===== src/rtl/chctl_pkg.sv =====
// Shared types for the channel control serializer.
// Assumes four rate codes, ordered slowest to fastest.
package chctl_pkg;
    typedef enum logic [1:0] {
        RATE_2M  = 2'd0,
        RATE_4M  = 2'd1,
        RATE_8M  = 2'd2,
        RATE_16M = 2'd3
    } rate_e;

    // Right shift that maps a group index to a channel index for a rate code.
    function automatic logic [1:0] rep_shift(input logic [1:0] code);
        return 2'd3 - code;
    endfunction
endpackage


===== src/rtl/chctl_period_cnt.sv =====
// Free-running frame period counter.
// The counter reloads to 0 for the period that follows an edge where
// frame_i is high. It also records that a first frame pulse has arrived.
// Assumes frame_i is synchronous to clk_i.
module chctl_period_cnt #(
    parameter int CNT_W = 11
) (
    input  logic             clk_i,
    input  logic             rst_ni,
    input  logic             frame_i,
    output logic [CNT_W-1:0] per_o,
    output logic             started_o
);
    // Period index: reload on frame pulse, otherwise count and wrap.
    always_ff @(posedge clk_i) begin
        if (!rst_ni)      per_o <= '0;
        else if (frame_i) per_o <= '0;
        else              per_o <= per_o + 1'b1;
    end

    // Sticky flag: a frame pulse has been seen since reset.
    always_ff @(posedge clk_i) begin
        if (!rst_ni)      started_o <= 1'b0;
        else if (frame_i) started_o <= 1'b1;
    end

    a_r2_reload: assert property (@(posedge clk_i) disable iff (!rst_ni)
        frame_i |=> per_o == '0);
    a_r2_step: assert property (@(posedge clk_i) disable iff (!rst_ni)
        !frame_i |=> per_o == CNT_W'($past(per_o) + 1'b1));
    a_r1_started_sticky: assert property (@(posedge clk_i) disable iff (!rst_ni)
        started_o |=> started_o);
endmodule


===== src/rtl/chctl_chan_sel.sv =====
// Channel selector for one control line.
// The stream is {slot, LINE}. Its rate code picks how far the group index
// is shifted right to give the channel. Purely combinational.
module chctl_chan_sel
    import chctl_pkg::*;
#(
    parameter int SLOT_W = 3,
    parameter int CH_W   = 8,
    parameter int LINE   = 0,
    localparam int STREAMS = 2 << SLOT_W
) (
    input  logic [SLOT_W-1:0]    slot_i,
    input  logic [CH_W-1:0]      grp_i,
    input  logic [2*STREAMS-1:0] rate_i,
    output logic [CH_W-1:0]      chan_o
);
    logic [SLOT_W:0] strm;
    logic [1:0]      code;

    // Decode the stream's rate code and fold repeated groups onto one channel.
    always_comb begin
        strm   = {slot_i, LINE[0]};
        code   = rate_i[2*strm +: 2];
        chan_o = grp_i >> rep_shift(code);
        a_r4_chan_range: assert ((32'(chan_o) >> (CH_W - 3 + 32'(code))) == 0);
    end
endmodule


===== src/rtl/chctl_strap_sync.sv =====
// Two-flop synchronizer for the asynchronous mode strap.
// Assumes the strap is quasi-static.
module chctl_strap_sync (
    input  logic clk_i,
    input  logic rst_ni,
    input  logic strap_i,
    output logic strap_o
);
    logic meta_q;

    // Two flops in series retime the strap into clk_i.
    always_ff @(posedge clk_i) begin
        if (!rst_ni) begin
            meta_q  <= 1'b0;
            strap_o <= 1'b0;
        end else begin
            meta_q  <= strap_i;
            strap_o <= meta_q;
        end
    end
endmodule


===== src/rtl/chctl_serializer.sv =====
// Top level of the channel control serializer.
// Computes the fetch position two periods ahead: one cycle for the store's
// read latency and one for the output flop. It addresses the enable store
// for both lines and registers the returned bits onto the lines.
// Assumes frame pulses are 2048 periods apart once running.
module chctl_serializer #(
    parameter int CNT_W   = 11,
    parameter int SLOT_W  = 3,
    parameter int ADVANCE = 9,
    localparam int CH_W    = CNT_W - SLOT_W,
    localparam int LINES   = 2,
    localparam int STREAMS = LINES << SLOT_W,
    localparam int LEAD    = 2
) (
    input  logic                 clk_i,
    input  logic                 rst_ni,
    input  logic                 frame_i,
    input  logic                 strap_i,
    input  logic [2*STREAMS-1:0] rate_i,
    output logic [SLOT_W-1:0]    rd_slot_o,
    output logic [CH_W-1:0]      rd_chan_even_o,
    output logic [CH_W-1:0]      rd_chan_odd_o,
    input  logic [LINES-1:0]     rd_bit_i,
    output logic [LINES-1:0]     ctl_line_o,
    output logic                 int_hiz_o
);
    logic [CNT_W-1:0] per_q;
    logic [CNT_W-1:0] pos;
    logic [CH_W-1:0]  grp;
    logic [CH_W-1:0]  chan [LINES];
    logic             started;
    logic             run_q;

    chctl_period_cnt #(.CNT_W(CNT_W)) u_cnt (
        .clk_i     (clk_i),
        .rst_ni    (rst_ni),
        .frame_i   (frame_i),
        .per_o     (per_q),
        .started_o (started)
    );

    // Fetch position: period served two cycles from now, shifted by the lead.
    always_comb begin
        pos       = per_q + CNT_W'(LEAD + ADVANCE);
        rd_slot_o = pos[SLOT_W-1:0];
        grp       = pos[CNT_W-1:SLOT_W];
    end

    for (genvar l = 0; l < LINES; l++) begin : g_line
        chctl_chan_sel #(.SLOT_W(SLOT_W), .CH_W(CH_W), .LINE(l)) u_sel (
            .slot_i (rd_slot_o),
            .grp_i  (grp),
            .rate_i (rate_i),
            .chan_o (chan[l])
        );
    end

    assign rd_chan_even_o = chan[0];
    assign rd_chan_odd_o  = chan[1];

    // Output flop: lines stay low until data fetched after the first pulse returns.
    always_ff @(posedge clk_i) begin
        if (!rst_ni) begin
            run_q      <= 1'b0;
            ctl_line_o <= '0;
        end else begin
            run_q      <= started;
            ctl_line_o <= run_q ? rd_bit_i : '0;
        end
    end

    chctl_strap_sync u_sync (
        .clk_i   (clk_i),
        .rst_ni  (rst_ni),
        .strap_i (strap_i),
        .strap_o (int_hiz_o)
    );

    a_r1_low_before_start: assert property (@(posedge clk_i) disable iff (!rst_ni)
        !started |=> ctl_line_o == '0);
    a_r3_slot_walk: assert property (@(posedge clk_i) disable iff (!rst_ni)
        !frame_i |=> rd_slot_o == SLOT_W'($past(rd_slot_o) + 1'b1));
endmodule


===== config.mk =====
export PLATFORM = sky130hd
export DESIGN_NAME = chctl_serializer
export DESIGN_NICKNAME = d
export VERILOG_FILES = /design/src/rtl/chctl_pkg.sv /design/src/rtl/chctl_period_cnt.sv /design/src/rtl/chctl_chan_sel.sv /design/src/rtl/chctl_strap_sync.sv /design/src/rtl/chctl_serializer.sv
export SDC_FILE = /design/constraint.sdc
export NUM_CORES = 1
export LEC_CHECK = 0
export BUFFER_PORTS_ARGS = -buffer_cell sky130_fd_sc_hd__buf_2
export CAP_MARGIN = 40
export CELL_PAD_IN_SITES_DETAIL_PLACEMENT = 1
export CELL_PAD_IN_SITES_GLOBAL_PLACEMENT = 1
export CORE_AREA = 2 2 64 66
export CTS_CLUSTER_SIZE = 10
export DETAILED_ROUTE_END_ITERATION = 10
export DIE_AREA = 0 0 66 68
export GPL_ROUTABILITY_DRIVEN = 0
export PLACE_DENSITY = 0.8
export SLEW_MARGIN = 25
export SYNTH_ARGS = -nofsm -noshare
export SYNTH_HDL_FRONTEND = slang
export SYNTH_SLANG_ARGS = --single-unit

===== constraint.sdc =====
create_clock -name clk_i -period 6.79 [get_ports clk_i]
set_clock_uncertainty 0.15 [all_clocks]
set_input_delay 2.037 -clock clk_i [delete_from_list [all_inputs] [get_ports clk_i]]
set_output_delay 2.037 -clock clk_i [all_outputs]
set_load 0.005 [all_outputs]

==> results.yml <==
drt:
  vias_per_cell: 5.04
  drt-initial-drc-count: 39
  drcViolationCount: 0
  routedWlPerCell_um: 13.8
  vias: 1250
  dr.pass1.iters: 4
  antenna_left: 0
  routed_wirelength_um: 3420
placement:
  post-place-cells: 244
  port_buffers: 59
  hpwlAfterDp_um: 2810
  place_area_mm2: 0.00167
layout:
  antenna_cells: 0
  syn2layout_area_growth_pct: 25.1
  stdcell_count: 248
  drive_gt1_share_pct: 35.4
  final_area_mm2: 0.00172
  nets: 239
global_route:
  grt_first_pass_wirelength_um: 6090
  antenna_found_initial: 0
  grt.total_usage_pct: 17.1
  grt_max_degree: 14
  grt_pass1_vias: 1329
  overflow: 0
worst_setup_path:
  crit_buf_inv: 2
  worstPathMaxFanout: 9
  r2r-start: "u_cnt.per_o[0]"
  start_kind: "primary input"
  arrival_ps: 3620
  crit_type: "in2out"
  crit_start: "rate_i[19]"
  required_ps: 4600
  worst-path-stages: 6
  max_stage_delay_ps: 480
  path_delay_family: "multiplexers"
  slowest_stage: "mux4_2"
  ff2ff_path_depth: 4
  path_cells: "buf_2, mux4_2, mux2i_4, mux2i_1, mux2i_1, buf_2"
  endpoint_kind: "output port"
synth:
  syn-mean-instance-area_um2: 9.46
  yosys_warnings: 0
  syn_area_mm2: 0.00137
  ys_seq_elements: 17
  synth-simple-area-share_pct: 13.8
  synth_compound_area_share_pct: 8.58
  synth.area.top_cells: "dfxtp_1, mux2i_1, mux4_2, xnor2_1, mux4_1"
  ys_types: 32
  syn_nets: 185
  synth-async-reset-ratio_pct: 0
  syn_inst: 145
  synth_common_cells: "mux2i_1, dfxtp_1, nor2_1"
  synth_xor_area_share_pct: 8.85
  synth_fa_ha_area_share_pct: 1.82
  synth-edff-count: 0
  ys.flop_type: "dfxtp_1"
  synth_mux_area_share_pct: 36.1
  synth_top_family_by_area: "multiplexers"
  synth_top_area_share_pct: 24.8
  synth.largest_area_cell: "dfxtp_1"
  yosysMostFrequentCell: "mux2i_1"
  ys_seq_area_share_pct: 24.8
clock_network:
  path_clk_slew_ps: 70
  clock_latency_ps: 250
  cts_buffer_depth: 2
  hold_buffers: 0
  ctsResizeCount: 0
  h-tree-depth: 1
  clock_sinks: 17
  root_buffer: "clkbuf_8"
  cts_tree: "done"
  numCtsBuffers: 3
  cts_setup_buffers: 0
timing:
  max_slew.worst_pin.slew_ps: 596
  fmax_mhz: 172
  fin_crit_ps: 5810
  fin_crit_sh_pct: 85.6
  fin_tns_setup_ps: 0
  maxSlewViolCount: 0
  slew-limit-headroom_pct: 60.3
  finalHoldViolations: 0
  setup_violations: 0
  rsz0062_at_grt: "no"
floorplanning:
  die_area_mm2: 0.00449
  rows: 23
  fp.dieW_um: 66
  core_mm2: 0.00386
  die_h_um: 68
  start_util_pct: 35.6
  ioPinCount: 60
worst_hold_path:
  hp-start: "u_sync.meta_q"
  hold_path_depth: 1
  min_path_type: "reg2reg"
run:
  cap_violations: 0
power_and_ir_drop:
  leakagePower_nw: 0.785
  p_per_area_mw_per_mm2: 142
  irDropWorstVdd_mv: 0.122
run_status:
  status: "completed"
kinds of logic after synthesis:
| kind of cell | count (synthesis) |
|---|---|
| muxes | 40 |
| xor gates and xnor gates | 13 |
| AOI/OAI and AO/OA | 20 |
| DFF | 17 |
| adders and majority gates | 2 |
| and+or+nand+nor | 37 |
| buffers and inverters | 16 |
flip-flops by register name (all words and copies together), names as in the netlist:
| name | cells |
|---|---|
| ctl_line_o | 2 |
| u_sync.strap_o | 1 |
| run_q | 1 |
| u_sync.meta_q | 1 |
| u_cnt.started_o | 1 |
| u_cnt.per_o | 11 |
power by group:
part	internal [mW]	switching (mW)	leakage, nW
logic	0.0357	0.0301	0.622
registers	0.102	0.00214	0.138
clock network	0.0407	0.0339	0.0255
total	0.178	0.0661	0.785
path summary, 6_finish.rpt:
check | end | slack [ps]
worst max register to register | u_cnt.per_o[1] | 4790
worst min-delay path | u_sync.strap_o | 300
worst max-delay path | rd_chan_odd_o[2] | 980
worst min register to register | u_sync.strap_o | 300
stage by stage:
step           setup slack (ps)  hold WS, ps  util, %  power [mW]
2_1_floorplan              1420          262        -       0.156
3_3_place_gp               1010          267     43.3       0.171
3_5_place_dp               1010          278     43.3       0.173
4_1_cts                    1000          306     44.5       0.249
5_1_grt                     926          328     44.5       0.260
6_report                    979          295     44.5       0.244
per-layer routing:
layer	global-route usage, %	share of wire [%]	up-vias
li1	-	-	627
met1	20.3	42	593
met2	32.6	54	24
met3	1.48	2.8	6
met4	5.87	1.3	0
met5	0	0	-
cells in the final DEF, fill, tap and decap left out, drive strengths merged:
master	count
clkinv	1
nor2b	1
nand3b	1
nand4	2
and2	4
mux2i	34
o21a	2
inv	6
nand3	3
or3	5
xor2	3
ha	2
o211ai	2
a21oi	5
o2111ai	2
and3	3
o21ai	9
nand2b	2
xnor2	10
dfxtp	17
nand2	5
nor2	11
clkbuf	3
mux4	6
buf	59
area by class of cell:
cell class / count / area (µm²)
Clock buffer: 3 / 41.3
Multi-Input combinational cell: 112 / 948
Fill cell: 505 / 2140
Clock inverter: 1 / 5.00
Timing Repair Buffer: 59 / 295
Sequential cell: 17 / 340
Tap cell: 50 / 62.6
Inverter: 6 / 22.5
(Power assumes the default switching activity.)
